<file path="src/rtl/can_mode_seq.sv">
module can_mode_seq #(
  parameter int SYNC_BITS = 11
) (
  input  logic       clk,
  input  logic       rst_n,
  input  logic       cfg_we,
  input  logic       cfg_sleep,
  input  logic       cfg_init,
  input  logic       cfg_awake,
  input  logic       cfg_wkie,
  input  logic       rx_i,
  input  logic       bit_tick_i,
  output logic       sleep_rq_o,
  output logic       init_rq_o,
  output logic       awake_en_o,
  output logic       wkie_en_o,
  output logic       sleep_ack_o,
  output logic       init_ack_o,
  output logic       core_clk_en_o,
  output logic [1:0] mode_o,
  output logic       wake_irq_o
);
  localparam int CW = $clog2(SYNC_BITS + 1);

  typedef enum logic [1:0] {
    M_NORMAL = 2'd0,
    M_INIT   = 2'd1,
    M_SLEEP  = 2'd2
  } mode_t;

  mode_t mode_q, mode_d;
  logic sleep_rq, init_rq, awake_en, wkie;
  logic rx_m, rx_s, rx_d;
  logic [CW-1:0] rec_cnt;
  logic leaving, sync_done, bus_act, wake_q;

  always_ff @(posedge clk or negedge rst_n) begin
    if (!rst_n) begin
      rx_m <= 1'b1;
      rx_s <= 1'b1;
      rx_d <= 1'b1;
    end else begin
      rx_m <= rx_i;
      rx_s <= rx_m;
      rx_d <= rx_s;
    end
  end

  assign bus_act   = (mode_q == M_SLEEP) && rx_d && !rx_s;
  assign leaving   = ((mode_q == M_SLEEP) && !sleep_rq) ||
                     ((mode_q == M_INIT) && !init_rq && !sleep_rq);
  assign sync_done = leaving && bit_tick_i && rx_s &&
                     (rec_cnt == CW'(SYNC_BITS - 1));

  always_ff @(posedge clk or negedge rst_n) begin
    if (!rst_n)
      rec_cnt <= '0;
    else if (!leaving || sync_done)
      rec_cnt <= '0;
    else if (bit_tick_i)
      rec_cnt <= rx_s ? rec_cnt + 1'b1 : '0;
  end

  always_comb begin
    mode_d = mode_q;
    case (mode_q)
      M_SLEEP:  if (sync_done) mode_d = init_rq ? M_INIT : M_NORMAL;
      M_INIT:   if (sleep_rq) mode_d = M_SLEEP;
                else if (sync_done) mode_d = M_NORMAL;
      default:  if (sleep_rq) mode_d = M_SLEEP;
                else if (init_rq) mode_d = M_INIT;
    endcase
  end

  always_ff @(posedge clk or negedge rst_n) begin
    if (!rst_n) begin
      mode_q   <= M_SLEEP;
      sleep_rq <= 1'b1;
      init_rq  <= 1'b0;
      awake_en <= 1'b0;
      wkie     <= 1'b0;
      wake_q   <= 1'b0;
    end else begin
      mode_q <= mode_d;
      wake_q <= bus_act && wkie;
      if (cfg_we) begin
        sleep_rq <= cfg_sleep;
        init_rq  <= cfg_init;
        awake_en <= cfg_awake;
        wkie     <= cfg_wkie;
      end else if (bus_act && awake_en) begin
        sleep_rq <= 1'b0;
      end
    end
  end

  assign sleep_rq_o    = sleep_rq;
  assign init_rq_o     = init_rq;
  assign awake_en_o    = awake_en;
  assign wkie_en_o     = wkie;
  assign sleep_ack_o   = (mode_q == M_SLEEP);
  assign init_ack_o    = (mode_q == M_INIT);
  assign core_clk_en_o = (mode_q != M_SLEEP);
  assign mode_o        = mode_q;
  assign wake_irq_o    = wake_q;
endmodule

</file>
<file path="config.mk">
export PLATFORM = sky130hd
export DESIGN_NAME = can_mode_seq
export DESIGN_NICKNAME = d
export VERILOG_FILES = /design/src/rtl/can_mode_seq.sv
export SDC_FILE = /design/constraint.sdc
export NUM_CORES = 1
export LEC_CHECK = 0
export BUFFER_PORTS_ARGS = -buffer_cell sky130_fd_sc_hd__buf_2
export CORE_AREA = 8 8 47 49
export DETAILED_ROUTE_END_ITERATION = 7
export DIE_AREA = 0 0 55 57
export PLACE_DENSITY = 0.81
export SETUP_SLACK_MARGIN = 0.15
export SLEW_MARGIN = 20
export SYNTH_ARGS = -nofsm -noshare
export SYNTH_HDL_FRONTEND = slang
export SYNTH_SLANG_ARGS = --single-unit
</file>
<file path="constraint.sdc">
create_clock -name clk -period 4.9 [get_ports clk]
set_input_delay 0.735 -clock clk [delete_from_list [all_inputs] [get_ports clk]]
set_output_delay 0.735 -clock clk [all_outputs]
set_load 0.005 [all_outputs]
</file>
-- Yosys cells after proc, flatten, opt, wreduce, memory -nomap -nowiden
Cells that the tools add are included.
- flip-flop bits (word level): 14
- input bits: 9
- output and inout port bits: 10
- logic and storage cells: 49
- add/sub/neg operators: 1
- equality and inequality tests: 6
- multiplexer cells: 12
- reductions and logical operators: 20
- operator list (kind ; number):
    $mux 4 ; 3
    $logic_and 1x1->1 ; 10
    $mux 2 ; 5
    $add 4x1->4 const B ; 1
    $eq 4x4->1 const B ; 1
    $logic_not 1->1 ; 4
    $pmux 2 s2 ; 1
    $reduce_bool 2->1 ; 2
    $reduce_bool 4->1 ; 1
    $mux 1 ; 3
    $ne 3x1->1 const B ; 1
    $reduce_and 3->1 ; 1
    $eq 2x1->1 const B ; 1
    $eq 2x2->1 const B ; 1
    $logic_or 1x1->1 ; 2
    $ne 2x1->1 const B ; 1
    $ne 2x2->1 const B ; 1

-- Depth between registers and ports, before layout
Gate-level depths: netlist (run 1).
- depth in word-level cells: 10
- mapped depth: 6
- depth with buffers taken out: 6

-- Worst setup path after synthesis (run 1)
Ideal clock, no wire load.
- kind: input to register
- start point: input bit_tick_i
- end point: register mode_q[0] (netlist: mode_o[0])
- setup time: 0.122 ns
- arrival: 1.679 ns
- required time: 4.778 ns
- slack: 3.099 ns
- stages: 5
- path buffers: 1
- cells stage by stage: clkbuf_2 -> nand4b_4 -> a2111oi_4 -> o22ai_1 -> a32o_1
- word-level cells in the longest chain between the ends: 5
- elaborated cells on any way between the ends: 6
- classes of those cells: 2 x eq/ne; 4 x reduce/logical
- ends and longest elaborated chain (item ; line ; RTL):
    from (decl) ; 12 ; input logic bit_tick_i,
    $logic_and 1x1->1 * (3 in series) ; 52 ; assign sync_done = leaving && bit_tick_i && rx_s &&
    $ne 3x1->1 (no line) / $ne 2x1->1 (equally long branches) ; n/a ;
    $reduce_and 3->1 (no line) * ; n/a ;
    to (signal assigned) ; 84 ; mode_q <= mode_d;
    to (decl) ; 31 ; mode_t mode_q, mode_d;
Mark *: on every way between the ends. The rest lies on a longest branch, timed or not.
A chain may end at the register's enable or synchronous reset.

-- Worst setup path in the final report (run 1)
- start point: register mode_q[1] (netlist: mode_o[1])
- end point: output core_clk_en_o
- word-level cells in the longest chain between the ends: 1
- ends and longest elaborated chain (item ; line ; RTL):
    $ne 2x2->1 ; 103 ; assign core_clk_en_o = (mode_q != M_SLEEP);
    to (decl) ; 19 ; output logic core_clk_en_o,
Every way passes these cells.

==> metrics.yaml, run 1 <==
status: "finished clean"
met2_length_um: 764
clockBufferDepth: 2
synth_cells: 62
synth_edf_count: 0
m1WireLength_um: 601
core-area_sq_um: 1580
gr-total-overflow: 0
nFillCells: 156
gp_congestion: 0.765
ir_drop_v: 0.000251
cpLargestDelayFamily: "flip-flops"
std_cell_rows: 15
post_drt_wl_per_cell_um: 14.1
cts.sinks: 14
hold_viol_final: 0
grt_pass1_wl_um: 2350
post-route-drc-count: 0
dr.first_iter.drc_count: 7
ys_top_cells_by_count: "9 x dfrtp_1, 6 x inv_1, 5 x dfstp_2, 5 x nand2_1"
drv_slew: 0
path_class: "register to output port"
ys_seq_elements: 14
cap_violations: 0
yosys-top-cells-area: "dfrtp_1 31%, dfstp_2 18%, ha_1 6.9%"
drtAntennaViolNets: 0
synth_top_cell_area_share_pct: 31.2
layout-drive-gt1-share_pct: 43.4
period_share_pct: 43.2
routed-via-count: 516
fmax_mhz: 472
area_growth_pct: 19.8
cts_root_buf: "clkbuf_4"
grt_pass1_vias: 572
clkTransAtPathRegs_ps: 80
tns_ps: 0
antenna_cells: 0
crit_slowest_cell: "dfstp_2"
synth_flop_cell: "dfrtp_1"
synth_warnings: 0
fin_crit_ps: 2120
crit_chain: "ha_1, inv_1, buf_2"
synth_nets: 75
fin_skew_ps: 6.12
drt-pass1-iter-count: 4
place.detailed.hpwl_um: 1120
ys_types: 24
track_usage_pct: 9.78
p_leak_nw: 0.421
die_w_um: 55
route.met3.wl_um: 32
cp.arrival_ps: 1380
yosysTopAreaCell: "dfrtp_1"
io_buffers: 18
routed.top_layer: "met4"
top_register: "rec_cnt"
setup_viol: 0
cts_hold_buf: 0
die_h_um: 57
cts_tree: "done"
synth_area_sq_um: 722
clk_latency_ps: 270
stdcell_area_sq_um: 865
die_area_sq_um: 3140
place_area_sq_um: 828
synth-async-reset-ratio_pct: 100
largest_register_ffs: 4
start_util_pct: 45.8
hp-class: "input pin to asynchronous set/reset pin"
slew_headroom_pct: 69.8
avgSynthCellArea_sq_um: 11.6
nets: 97
ios: 19
p_per_area_nw_per_um2: 394
tightest_slew_ps: 448
grt_max_degree: 15
required_ps: 4160
cts_made_buffers: 3
cp_max_fo: 5
cts_setup_buffers: 0
wirelength_um: 1410
slowest_delay_ps: 570
endpoint_kind: "output port"
rsz0062_at_grt: "no"
antenna_found_initial: 0
ys_seq_area_share_pct: 49.4
cts_resized: 0
vias_per_cell: 5.16
start_kind: "register"
cp_num_buf_inv: 2
yosysMostFrequentCell: "dfrtp_1"
htree_num_levels: 1
==> layout make-up <==
type | count | area [sq um] | area share, %
clock buffers | 4 | 36.3 | 4.20
inverters | 6 | 22.5 | 2.60
multi-input cells | 41 | 338 | 39.1
repair buffers | 18 | 90.1 | 10.4
well taps | 17 | 21.3 | 2.46
flip-flops and latches | 14 | 357 | 41.2
==> final timing paths <==
| path | start | slack, ps | to | depth (start not counted) |
|---|---|---|---|---|
| worst max-delay path | mode_o[1]$_DFFE_PN1P_ | 2780 | core_clk_en_o | 3 |
| worst min-delay path | rst_n | 330 | init_rq_o$_DFFE_PN0P_ | 1 |
| worst max register to register | mode_o[1]$_DFFE_PN1P_ | 3160 | mode_o[0]$_DFFE_PN0P_ | 5 |
| worst min register to register | rx_m$_DFF_PN1_ | 360 | rx_s$_DFF_PN1_ | 0 |
| max in group asynchronous | rst_n | 4270 | rx_m$_DFF_PN1_ | 1 |
| min in group clk | rx_m$_DFF_PN1_ | 360 | rx_s$_DFF_PN1_ | 0 |
==> where the power goes <==
| group | switching, mW | internal (mW) | leakage [nW] |
|---|---|---|---|
| Sequential | 0.0139 | 0.133 | 0.170 |
| Combinational | 0.0592 | 0.0545 | 0.230 |
| Clock | 0.0348 | 0.0451 | 0.0210 |
==> placed cells by master (no fill, tap or decap) <==
cell,n
o21ai_0,3
a21oi_1,4
nand2_1,5
buf_2,18
mux2i_1,2
dfrtp_1,9
o22ai_1,1
nand4b_1,1
nand3_1,1
a32o_1,2
or2_2,2
ha_1,4
nand3b_1,1
inv_1,6
nand2b_1,2
a2111oi_4,1
dfstp_2,5
nor2b_1,1
or2b_1,1
clkbuf_8,1
a2bb2oi_1,1
mux2_2,4
clkbuf_4,3
nand4b_4,1
and4b_2,1
nor2_1,3
==> layer usage <==
metal	vias to the layer above	GRT usage, %
met2	8	16.5
met1	247	9.98
met3	2	2.08
li1	259	-
met4	0	6.87
met5	-	0
==> logic make-up (layout without fill, tap and decap cells) <==
family          Yosys count  in the layout  synth area share [%]
simple gates             19             19                  17.3
mux                       6              6                  9.01
compound gates           12             12                  13.5
flops                    14             14                  49.4
fa+ha+maj                 4              4                  6.93
buf+inv                   7             28                  3.81
==> through the flow <==
stage	cells	hold slack [ps]	total power, mW	util (%)	worst slack, ps
finish	100	333	0.341	54.8	2780
global route	100	350	0.367	54.8	2720
CTS	100	332	0.346	54.8	2780
detailed placement	96	349	0.264	52.5	3040
global placement	96	346	0.259	52.5	3080
floorplan	62	345	0.221	-	3100
==> worst reg2reg max path: stages (launching register included) <==
cell	delay [ps]
dfstp_2	570
ha_1	240
inv_1	140
a2111oi_4	320
o22ai_1	160
a32o_1	220
Note: power is estimated with default switching activity, not from simulation.
==> run 2, diff against run 1 <==
CORE_AREA = 8 8 48 50   (was 8 8 47 49)
DIE_AREA = 0 0 56 58   (was 0 0 55 57)
PLACE_DENSITY = 0.77   (was 0.81)
clock period = 2 ns   (was 4.9 ns; I/O delays follow)
==> run 2 against run 1 <==
Worst setup slack got worse by 2500 ps; count of clock-buffer cells in the layout stayed put; die area is 3.6% higher; core utilization shrank 0.50 points; first-iteration DRC count up 43%; largest power group unchanged.
==> metrics.yaml, run 2 (synthesized netlist as in run 1, its figures left out) <==
nFillCells: 137  # -12%
area_growth_pct: 21.5
drv_slew: 0  # unchanged
die_area_sq_um: 3250  # +3.6%
holdWs_ps: 118  # -215 ps
io_buffers: 18  # unchanged
cts_root_buf: "clkbuf_4"
slew_headroom_pct: 72.2  # +2.3 points
min_to: "rx_m$_DFF_PN1_"
cp_max_fo: 4  # -1
r2r_setup_slack_ps: 290  # -2870 ps
grt_pass1_vias: 540  # -5.6%
rsz0062_at_grt: "no"
place.detailed.hpwl_um: 1050  # -6.5%
final_cell_mix: "18 x buf_2, 9 x dfrtp_1, 6 x inv_1"
required_ps: 2170  # -1990 ps
endpoint_kind: "register"
stdcell_area_sq_um: 877  # +1.4%
start_kind: "register"
die_h_um: 58  # +1.8%
tightest_slew_ps: 413  # -34.6 ps
p_per_area_nw_per_um2: 957  # +140%
r2r_cells: 6  # +1
period_share_pct: 85.3
antenna_cells: 0  # unchanged
clockBufferDepth: 2  # unchanged
clk_latency_ps: 270  # about the same
setup_viol: 0  # unchanged
largest_register_ffs: 4  # unchanged
fin_skew_ps: 1.12  # -5.00 ps
layout-drive-gt1-share_pct: 44.0  # +0.67 points
vias_per_cell: 5.27  # +2.1%
wirelength_um: 1330  # -5.8%
cap_violations: 0  # unchanged
place_area_sq_um: 828  # unchanged
cp.arrival_ps: 1870  # +490 ps
drtAntennaViolNets: 0  # unchanged
top_register: "rec_cnt"
core-area_sq_um: 1610  # +2.4%
cts_setup_buffers: 0  # unchanged
holdPathStages: 1
power.total_uw: 839  # +150%
path_class: "register to register"
std_cell_rows: 15  # unchanged
nets: 98  # +1.0%
routed-via-count: 532  # +3.1%
hold_viol_final: 0  # unchanged
drt-pass1-iter-count: 4  # unchanged
final_common_cell: "buf_2"
ios: 19  # unchanged
rr_startpoint: "mode_o[1]$_DFFE_PN1P_"
cts_made_buffers: 3  # unchanged
grt_max_degree: 15  # unchanged
die_w_um: 56  # +1.8%
htree_num_levels: 1  # unchanged
post_drt_wl_per_cell_um: 13.1  # -6.8%
fmax_mhz: 586
gr-total-overflow: 0  # unchanged
fin_crit_ps: 1710
gp_congestion: 0.876  # +15%
post-route-drc-count: 0  # unchanged
timing.rr.end: "mode_o[0]$_DFFE_PN0P_"
start_util_pct: 44.7  # -1.1 points
ir_drop_v: 0.000398  # +59%
dr.first_iter.drc_count: 10  # +3
grt_pass1_wl_um: 2380  # +1.2%
hp-class: "input pin to register"
cts_tree: "done"
p_leak_nw: 0.424  # +0.65%
track_usage_pct: 8.80  # -0.99 points
antenna_found_initial: 0  # unchanged
tns_ps: 0  # unchanged
clkTransAtPathRegs_ps: 80  # about the same
setup_slack_ps: 294  # -2490 ps
status: "finished clean"
min-delay-start: "rx_i"
dp_slack_ps: 288  # -2750 ps
cts.sinks: 14  # unchanged
==> run 2: what timing repair did <==
| action | CTS | global route |
|---|---|---|
| endpoints found under the setup margin | 0 | 1 |
| resized for setup | 0 | 1 |
| endpoints found under the hold margin | 9 | 0 |
| hold buffers | 1 | 0 |
==> run 2: stage by stage <==
step | instances | util (%)
2_1_floorplan | 62 | -
5_1_grt | 101 | 54.3
6_report | 101 | 54.3
3_3_place_gp | 96 | 51.3
4_1_cts | 101 | 54.2
3_5_place_dp | 96 | 51.3
==> run 2: how the worst max path moves through the flow <==
stage | from | end | cells past startpoint
2_1_floorplan | mode_o[1]$_DFFE_PN1P_ | mode_o[0]$_DFFE_PN0P_ | 6
3_3_place_gp | mode_o[1]$_DFFE_PN1P_ | mode_o[0]$_DFFE_PN0P_ | 6
3_5_place_dp | mode_o[1]$_DFFE_PN1P_ | mode_o[0]$_DFFE_PN0P_ | 5
4_1_cts | mode_o[1]$_DFFE_PN1P_ | mode_o[0]$_DFFE_PN0P_ | 5
5_1_grt | mode_o[1]$_DFFE_PN1P_ | mode_o[0]$_DFFE_PN0P_ | 5
6_report | mode_o[1]$_DFFE_PN1P_ | mode_o[0]$_DFFE_PN0P_ | 6
==> run 2: report_power, final <==
group          internal (mW)  switching [mW]  total, mW
Combinational          0.139           0.142      0.281
Sequential             0.327          0.0323      0.359
Clock                  0.111          0.0881      0.199
==> run 2: area by class of cell <==
cell class	instances	area [sq um]	area share (%)
tap	17	21.3	2.43
multi-input combinational	41	340	38.8
sequential	14	357	40.7
timing repair buffer	19	100	11.4
inverter	6	22.5	2.57
clock buffer	4	36.3	4.14
==> run 2: worst max-delay path, stage by stage, from the launching register on <==
cell,delay (ps)
dfstp_2,560
inv_1,40
ha_1,220
nand2b_1,150
a2111oi_4,90
or2_2,300
a32o_1,240
==> run 2: layer usage <==
layer  part of all wire, %  GRT usage, %  up-vias
met2                    47          13.5       16
met5                     0             0        -
met1                    44          10.5      255
met4                     0          3.09        0
met3                   8.6          4.15        0
li1                      -             -      261
